`config.mk`:
```
export PLATFORM = sky130hd
export DESIGN_NAME = isp_host_seq
export DESIGN_NICKNAME = d
export VERILOG_FILES = /design/src/rtl/isp_pkg.sv /design/src/rtl/isp_timer.sv /design/src/rtl/isp_frame.sv /design/src/rtl/isp_host_seq.sv
export SDC_FILE = /design/constraint.sdc
export NUM_CORES = 1
export LEC_CHECK = 0
export BUFFER_PORTS_ARGS = -buffer_cell sky130_fd_sc_hd__buf_2
export CORE_MARGIN = 1
export CORE_UTILIZATION = 35
export CTS_CLUSTER_SIZE = 25
export DETAILED_ROUTE_END_ITERATION = 12
export PLACE_DENSITY = 0.54
export SYNTH_ARGS = -nofsm -noshare
export SYNTH_HDL_FRONTEND = slang
export SYNTH_HIERARCHICAL = 1
export SYNTH_SLANG_ARGS = --single-unit
```
`constraint.sdc`:
```
create_clock -name clk_i -period 3.75 [get_ports clk_i]
set_input_delay 0.5625 -clock clk_i [delete_from_list [all_inputs] [get_ports clk_i]]
set_output_delay 0.5625 -clock clk_i [all_outputs]
set_load 0.02 [all_outputs]
```
`src/rtl/isp_pkg.sv`:
```
package isp_pkg;
  typedef enum logic [3:0] {
    S_PWR, S_PULSE, S_SETTLE, S_EN, S_WAIT_W, S_LO, S_HI,
    S_WR, S_POLL, S_HOLD, S_DONE, S_ERR
  } seq_st_e;

  localparam logic [7:0] OP_EN    = 8'hAC;
  localparam logic [7:0] EN_ECHO  = 8'h53;
  localparam logic [7:0] OP_LD_LO = 8'h40;
  localparam logic [7:0] OP_LD_HI = 8'h48;
  localparam logic [7:0] OP_WR_PG = 8'h4C;
  localparam logic [7:0] OP_POLL  = 8'hF0;
endpackage

```
`src/rtl/isp_timer.sv`:
```
module isp_timer #(
  parameter int W = 8
) (
  input  logic         clk_i,
  input  logic         rst_ni,
  input  logic         load_i,
  input  logic [W-1:0] val_i,
  output logic         zero_o
);
  logic [W-1:0] cnt_q;

  always_ff @(posedge clk_i or negedge rst_ni) begin
    if (!rst_ni)            cnt_q <= '0;
    else if (load_i)        cnt_q <= val_i;
    else if (cnt_q != '0)   cnt_q <= cnt_q - 1'b1;
  end

  assign zero_o = (cnt_q == '0);
endmodule

```
`src/rtl/isp_frame.sv`:
```
module isp_frame #(
  parameter int HALF = 2
) (
  input  logic        clk_i,
  input  logic        rst_ni,
  input  logic        start_i,
  input  logic [31:0] tx_i,
  input  logic        miso_i,
  output logic        sck_o,
  output logic        mosi_o,
  output logic        busy_o,
  output logic        done_o,
  output logic [31:0] rx_o
);
  localparam int DIV_W = $clog2(HALF + 1);

  logic [DIV_W-1:0] div_q;
  logic [4:0]       bit_q;
  logic [31:0]      tx_q, rx_q;
  logic             busy_q, sck_q, done_q;

  always_ff @(posedge clk_i or negedge rst_ni) begin
    if (!rst_ni) begin
      div_q <= '0; bit_q <= '0; tx_q <= '0; rx_q <= '0;
      busy_q <= 1'b0; sck_q <= 1'b0; done_q <= 1'b0;
    end else begin
      done_q <= 1'b0;
      if (!busy_q) begin
        if (start_i) begin
          busy_q <= 1'b1; tx_q <= tx_i; div_q <= '0; bit_q <= '0;
        end
      end else if (div_q == DIV_W'(HALF - 1)) begin
        div_q <= '0;
        if (!sck_q) begin
          sck_q <= 1'b1;
          rx_q  <= {rx_q[30:0], miso_i};
        end else begin
          // data advances on the falling edge, so it only moves while sck is low
          sck_q <= 1'b0;
          tx_q  <= {tx_q[30:0], 1'b0};
          bit_q <= bit_q + 5'd1;
          if (bit_q == 5'd31) begin
            busy_q <= 1'b0;
            done_q <= 1'b1;
          end
        end
      end else begin
        div_q <= div_q + 1'b1;
      end
    end
  end

  assign sck_o  = sck_q;
  assign mosi_o = tx_q[31];
  assign busy_o = busy_q;
  assign done_o = done_q;
  assign rx_o   = rx_q;

  AST_MOSI_SCK_LOW: assert property (@(posedge clk_i) disable iff (!rst_ni)
    !$stable(mosi_o) |-> !sck_o);
  AST_IDLE_SCK_LOW: assert property (@(posedge clk_i) disable iff (!rst_ni)
    !busy_o |-> !sck_o);
  if (HALF >= 2) begin : g_hold
    AST_SCK_HOLD: assert property (@(posedge clk_i) disable iff (!rst_ni)
      !$stable(sck_o) |=> $stable(sck_o));
  end
endmodule

```
`src/rtl/isp_host_seq.sv`:
```
module isp_host_seq
  import isp_pkg::*;
#(
  parameter int SCK_HALF   = 2,
  parameter int RST_PULSE  = 4,
  parameter int SETTLE_CYC = 2_000_000,
  parameter int MAX_TRIES  = 3,
  parameter int WRITE_CYC  = 450_000,
  parameter bit USE_POLL   = 1'b1,
  parameter int ADDR_W     = 11,
  parameter int PG_W       = 5
) (
  input  logic        clk_i,
  input  logic        rst_ni,
  input  logic        in_valid_i,
  input  logic [15:0] in_data_i,
  input  logic        in_last_i,
  output logic        in_ready_o,
  output logic        tgt_rst_o,
  output logic        sck_o,
  output logic        mosi_o,
  input  logic        miso_i,
  output logic        done_o,
  output logic        error_o
);
  localparam int MAX_A = (RST_PULSE > SETTLE_CYC) ? RST_PULSE : SETTLE_CYC;
  localparam int MAXC  = (MAX_A > WRITE_CYC) ? MAX_A : WRITE_CYC;
  localparam int TW    = $clog2(MAXC + 1);
  localparam int TRY_W = $clog2(MAX_TRIES + 1);

  seq_st_e st_q, st_d;
  logic [TRY_W-1:0]  tries_q;
  logic [ADDR_W-1:0] addr_q, cur_q;
  logic [15:0]       wd_q;
  logic              last_q, sent_q;

  logic          tmr_ld, tmr_zero;
  logic [TW-1:0] tmr_val;
  logic          fr_start, fr_busy, fr_done;
  logic [31:0]   fr_tx, fr_rx;
  logic          frame_st, echo_ok, last_try, page_end, tgt_busy;
  logic [15:0]   pg_base;
  logic          unused_rx;

  isp_timer #(.W(TW)) u_tmr (
    .clk_i, .rst_ni, .load_i(tmr_ld), .val_i(tmr_val), .zero_o(tmr_zero)
  );

  isp_frame #(.HALF(SCK_HALF)) u_frame (
    .clk_i, .rst_ni, .start_i(fr_start), .tx_i(fr_tx), .miso_i,
    .sck_o, .mosi_o, .busy_o(fr_busy), .done_o(fr_done), .rx_o(fr_rx)
  );

  assign echo_ok   = (fr_rx[15:8] == EN_ECHO);
  assign tgt_busy  = fr_rx[0];
  assign unused_rx = ^{fr_rx[31:16], fr_rx[7:1]};
  assign last_try  = (tries_q == TRY_W'(MAX_TRIES - 1));
  assign page_end  = (&cur_q[PG_W-1:0]) || last_q;
  assign pg_base   = 16'({cur_q[ADDR_W-1:PG_W], PG_W'(0)});
  assign frame_st  = st_q inside {S_EN, S_LO, S_HI, S_WR, S_POLL};
  assign fr_start  = frame_st && !sent_q && !fr_busy;

  always_comb begin
    unique case (st_q)
      S_LO:    fr_tx = {OP_LD_LO, 8'h00, 8'(cur_q[PG_W-1:0]), wd_q[7:0]};
      S_HI:    fr_tx = {OP_LD_HI, 8'h00, 8'(cur_q[PG_W-1:0]), wd_q[15:8]};
      S_WR:    fr_tx = {OP_WR_PG, pg_base, 8'h00};
      S_POLL:  fr_tx = {OP_POLL, 24'h0};
      default: fr_tx = {OP_EN, EN_ECHO, 16'h0};
    endcase
  end

  always_comb begin
    st_d    = st_q;
    tmr_ld  = 1'b0;
    tmr_val = '0;
    unique case (st_q)
      S_PWR: begin
        st_d = S_PULSE; tmr_ld = 1'b1; tmr_val = TW'(RST_PULSE - 1);
      end
      S_PULSE: if (tmr_zero) begin
        st_d = S_SETTLE; tmr_ld = 1'b1; tmr_val = TW'(SETTLE_CYC - 1);
      end
      S_SETTLE: if (tmr_zero) st_d = S_EN;
      S_EN: if (fr_done) begin
        if (echo_ok)       st_d = S_WAIT_W;
        else if (last_try) st_d = S_ERR;
        else begin
          st_d = S_PULSE; tmr_ld = 1'b1; tmr_val = TW'(RST_PULSE - 1);
        end
      end
      S_WAIT_W: if (in_valid_i) st_d = S_LO;
      S_LO:     if (fr_done) st_d = S_HI;
      S_HI:     if (fr_done) st_d = page_end ? S_WR : S_WAIT_W;
      S_WR: if (fr_done) begin
        if (USE_POLL) st_d = S_POLL;
        else begin
          st_d = S_HOLD; tmr_ld = 1'b1; tmr_val = TW'(WRITE_CYC - 1);
        end
      end
      S_POLL: if (fr_done && !tgt_busy) st_d = last_q ? S_DONE : S_WAIT_W;
      S_HOLD: if (tmr_zero) st_d = last_q ? S_DONE : S_WAIT_W;
      default: ;
    endcase
  end

  always_ff @(posedge clk_i or negedge rst_ni) begin
    if (!rst_ni) begin
      st_q <= S_PWR; tries_q <= '0; addr_q <= '0; cur_q <= '0;
      wd_q <= '0; last_q <= 1'b0; sent_q <= 1'b0;
    end else begin
      st_q <= st_d;
      if (fr_start)     sent_q <= 1'b1;
      else if (fr_done) sent_q <= 1'b0;
      if (st_q == S_EN && fr_done && !echo_ok) tries_q <= tries_q + 1'b1;
      if (st_q == S_WAIT_W && in_valid_i) begin
        wd_q <= in_data_i; last_q <= in_last_i; cur_q <= addr_q;
      end
      if (st_q == S_HI && fr_done) addr_q <= cur_q + 1'b1;
    end
  end

  assign in_ready_o = (st_q == S_WAIT_W);
  assign tgt_rst_o  = (st_q == S_PULSE);
  assign done_o     = (st_q == S_DONE);
  assign error_o    = (st_q == S_ERR);

  AST_RST_NO_SCK: assert property (@(posedge clk_i) disable iff (!rst_ni)
    tgt_rst_o |-> !sck_o);
  AST_ERR_STICKY: assert property (@(posedge clk_i) disable iff (!rst_ni)
    error_o |=> error_o && !in_ready_o && !fr_busy);
  AST_READY_IDLE: assert property (@(posedge clk_i) disable iff (!rst_ni)
    in_ready_o |-> !fr_busy);
  AST_DONE_STICKY: assert property (@(posedge clk_i) disable iff (!rst_ni)
    done_o |=> done_o && !fr_busy);
  AST_END_EXCL: assert property (@(posedge clk_i) disable iff (!rst_ni)
    !(done_o && error_o));
endmodule

```
# Yosys cells after proc, flatten, opt, wreduce, memory -nomap -nowiden
# Cells that the tools add are included.
# totals
ff_bits	125
latchBits	0
ram_bits	0
mem_bits_ro	0
wordCells	122
n_memories	0
# classes
n_addsub	5
n_mul	0
div	0
n_lt_le_gt_ge	0
n_eq_ne	26
n_shift	0
mux	50
bitwise	1
reduce_logical	25
# op_table
operator	n
$mux 32	4
$pmux 32 s4	1
$mux 21	3
$pmux 21 s3	1
$mux 4	12
$pmux 4 s10	1
$logic_not 21->1	1
$reduce_bool 21->1	1
$sub 21x1->21 const B	1
$mux 5	4
$eq 4x3->1 const B	4
$eq 4x4->1 const B	4
$mux 1	16
$mux 2	7
$ne 2x1->1 const B	6
$add 11x1->11 const B	1
$ne 2x2->1 const B	5
$reduce_and 10->1	1
$reduce_bool 10->1	1
$eq 4x2->1 const B	2
$eq 8x7->1 const B	1
$logic_and 1x1->1	7
$reduce_and 3->1	2
$reduce_bool 2->1	3
other kinds (14)	18

# Logic depth before layout (Yosys ltp)
# logic_depth
word_depth	6
depth_mapped	13
depth_no_buf	11

# Hierarchy
# The synthesis kept the hierarchy.
# modules_own_cells
module	instances	cells_per_inst	area_each_um2
isp_frame	1	249	3169.3
isp_host_seq	1	227	2477.4
isp_timer	1	125	1212.4

# Worst setup path after synthesis
# OpenSTA, ideal clock, no wires.
# synth_path
path_type	reg2reg
from	register u_tmr.cnt_q[16]
to	register u_tmr.cnt_q[2]
setup_time_ns	0.095
t_arrival_ns	2.786
required_ns	3.655
slack_ns	0.869
path_stages_with_launch	13
synth_period_minus_slack_ns	2.881
path_cell_list	dfrtp_1 or3_4 or4b_4 nor3_2 buf_6 inv_1 a21oi_1 a41oi_1 nor3_1 buf_2 clkbuf_1 nand2_1 o31ai_1
# synth_between
elab_chain_cells	4
word_cells_on_any_way	8
cone_classes	mux: 5; reduce/logical: 3
# synth_lines
item	line	source
start: declaration	isp_timer.sv:10	logic [W-1:0] cnt_q;
start signal: assignment	isp_timer.sv:14	else if (load_i) cnt_q <= val_i;
start signal: assignment	isp_timer.sv:15	else if (cnt_q != '0) cnt_q <= cnt_q - 1'b1;
$logic_not 21->1 *	isp_timer.sv:18	assign zero_o = (cnt_q == '0);
via tmr_zero	isp_host_seq.sv:37	logic tmr_ld, tmr_zero;
$mux 1 *	isp_host_seq.sv:81	S_PULSE: if (tmr_zero) begin
$pmux 1 s3 *	isp_host_seq.sv:77	unique case (st_q)
via tmr_ld	isp_host_seq.sv:37	
$mux 21 / $reduce_bool 2->1 (equally long branches)	n/a	
# Mark *: on every way through the listed nets, which the timed path passes. The rest lies on a longest branch.
# A chain may end at the register's enable or synchronous reset.

# Worst setup path in the final report
# layout_path
from	register u_tmr.cnt_q[9]
to	register u_tmr.cnt_q[19]
# The elaborated chain is that of the path after synthesis.

==> run_results.csv <==
group,metric,value,unit
status,status,"finished clean",
power_and_ir_drop,design_power_total,3.08,mW
cts,cts_made_buffers,17,
sta,tns,0,ns
global_routing,grt_pass1_vias,4467,
floorplan,rows,48,
yosys,syn_inst,569,
power_and_ir_drop,p_comb_frac,0.014,
drt,antenna_left,0,
sta,fin_skew,0.00935,ns
sta,rsz0062_at_grt,"false",
global_routing,grt_use_total,0.153,
layout,final_core_util,0.416,
sta,min_period,2.85,ns
sta,finalHoldViolations,0,
layout,finalNetCount,631,
worst_setup_path,rr_startpoint,"u_tmr/cnt_q[9]",
worst_setup_path,worstSetupPathType,"register to register",
worst_setup_path,crit_path_start_kind,"register",
layout,areaGrowthSynthToFinish,15.4,%
cts,cts_setup_buffers,0,
global_routing,grt_pass1_wl,22.0,mm
floorplan,start_util,0.360,
worst_setup_path,cp_max_fo,30,
cts,clock_latency,0.42,ns
cts,cts.repair.resized,0,
sta,setup_viol,0,
power_and_ir_drop,switchingPower,0.650,mW
floorplan,die_area,18500,um^2
place,globalplace.congestion,0.790,
floorplan,die_y,136,um
place,dp_hpwl,8.16,mm
sta,fin_hold_ws,0.191,ns
worst_setup_path,r2r_cells,10,
drt,dr.pass1.iters,5,
yosys,ys_warn_count,6,
power_and_ir_drop,power.leakage,3.19,nW
power_and_ir_drop,p_int,2.43,mW
worst_setup_path,critPathRequiredTime,4.05,ns
floorplan,die_w,136,um
worst_setup_path,rrSetupSlack,0.90,ns
cts,clock-sinks,125,
drt,drt-total-wl,12.6,mm
power_and_ir_drop,switching_share,0.211,
yosys,synth_area_per_cell,11.0,um^2
cts,cts_tree,"built",
sta,slew-limit-headroom,0.303,
sta,postLayoutSetupSlackWorst,0.901,ns
sta,tightest_slew,1.05,ns
place,io_buffers,26,
power_and_ir_drop,p_seq_frac,0.439,
drt,drt_iter0_drc,339,
global_routing,grt_start_max_net_pins,55,
drt,drc,0,
cts,root_buffer,"clkbuf_16",
drt,routedWlPerCell,15.0,um
hold_path,hp-class,"input pin to async pin",
cts,postCtsHoldBufs,0,
layout,final_common_cell,"dfrtp_1",
drt,vias,4424,
sta,max_freq,351,MHz
layout,final_cell_mix,"dfrtp_1, o21ai_0, mux2_2, nand3_1, nand2_1",
sta,post-route-period-util,0.760,
layout,diodes,0,
drt,avgViaCountPerCell,5.26,
power_and_ir_drop,p_clk_frac,0.546,
global_routing,overflow,0,
sta,final-max-slew-violation-count,0,
place,place_ws,0.895,ns
cts,ctsHtreeMaxLevel,4,
cts,path_clk_slew,0.06,ns
power_and_ir_drop,powerDensity,425,nW/um^2
worst_setup_path,end_kind,"register",
global_routing,antenna_found_initial,0,
power_and_ir_drop,ir_worst_vdd,0.323,mV
cts,clockBufferDepth,2,
job,drv_cap,0,
worst_setup_path,rr_endpoint,"u_tmr/cnt_q[19]",
floorplan,core_area,17400,um^2
layout,drive_gt1_frac,0.213,
yosys,synth.cell_area,6280,um^2
worst_setup_path,arrival,3.15,ns
floorplan,pin_count,27,
-- through the flow --
| step | area (um^2) | std cells |
|---|---|---|
| 6_report | 7250 | 841 |
| 5_1_grt | 7250 | 841 |
| 4_1_cts | 7250 | 841 |
| 3_5_place_dp | 6640 | 809 |
| 3_3_place_gp | 6640 | 809 |
| 2_1_floorplan | 6320 | 581 |
-- worst max path at each step --
stage / slack (ns) / endpoint / from
final: 0.90 / u_tmr/cnt_q[19] / u_tmr/cnt_q[9]
after global routing: 0.55 / u_tmr/cnt_q[19] / u_tmr/cnt_q[9]
after CTS: 0.87 / u_tmr/cnt_q[19] / u_tmr/cnt_q[9]
after detailed placement: 0.89 / u_tmr/cnt_q[19] / u_tmr/cnt_q[9]
after global placement: 1.05 / u_tmr/cnt_q[19] / u_tmr/cnt_q[9]
after floorplan: 0.87 / u_tmr/cnt_q[2] / u_tmr/cnt_q[16]
-- power groups by stage --
stage	sequential [mW]	combinational [mW]	clock, mW
floorplan	1.38	0.00431	0
global placement	1.38	0.0462	0
detailed placement	1.38	0.0472	0
CTS	1.35	0.0475	1.73
global route	1.35	0.0536	1.80
finish	1.35	0.0443	1.68
-- critical path, cell delays in order (launching register included) --
cell and delay [ns]:
dfrtp_1 0.42, nor4_1 0.48, nand3_1 0.36, nor3_2 0.29, inv_1 0.08, a21oi_1 0.16, a41oi_1 0.07, nor3_2 0.19
buf_4 0.32, nor2_2 0.14, a22o_1 0.22
-- sequential cells by signal, indices dropped and copies added, names as in the netlist --
signal and flops:
u_frame/busy_o 1, u_frame/div_q 2, u_frame/tx_q 32, addr_q 11, u_frame/done_o 1, cur_q 11, u_tmr/cnt_q 21, tries_q 2
u_frame/sck_o 1, sent_q 1, last_q 1, wd_q 16, u_frame/rx_o 16, st_q 4, u_frame/bit_q 5
-- area by class of cell --
class	count	area (um^2)
Clock buffer	19	443
Clock inverter	13	163
Fill cell	1711	10200
Inverter	13	48.8
Multi-Input combinational cell	410	2960
Sequential cell	125	3130
Tap cell	225	282
Timing Repair Buffer	36	220
-- metal layers --
| layer | vias up | wire [um] | GRT usage |
|---|---|---|---|
| met5 | - | 0 | 0 |
| met4 | 0 | 251 | 0.0605 |
| met3 | 20 | 413 | 0.0391 |
| met2 | 65 | 6000 | 0.245 |
| met1 | 2214 | 5920 | 0.196 |
| li1 | 2125 | - | - |
Power figures use the tool's default switching activity.
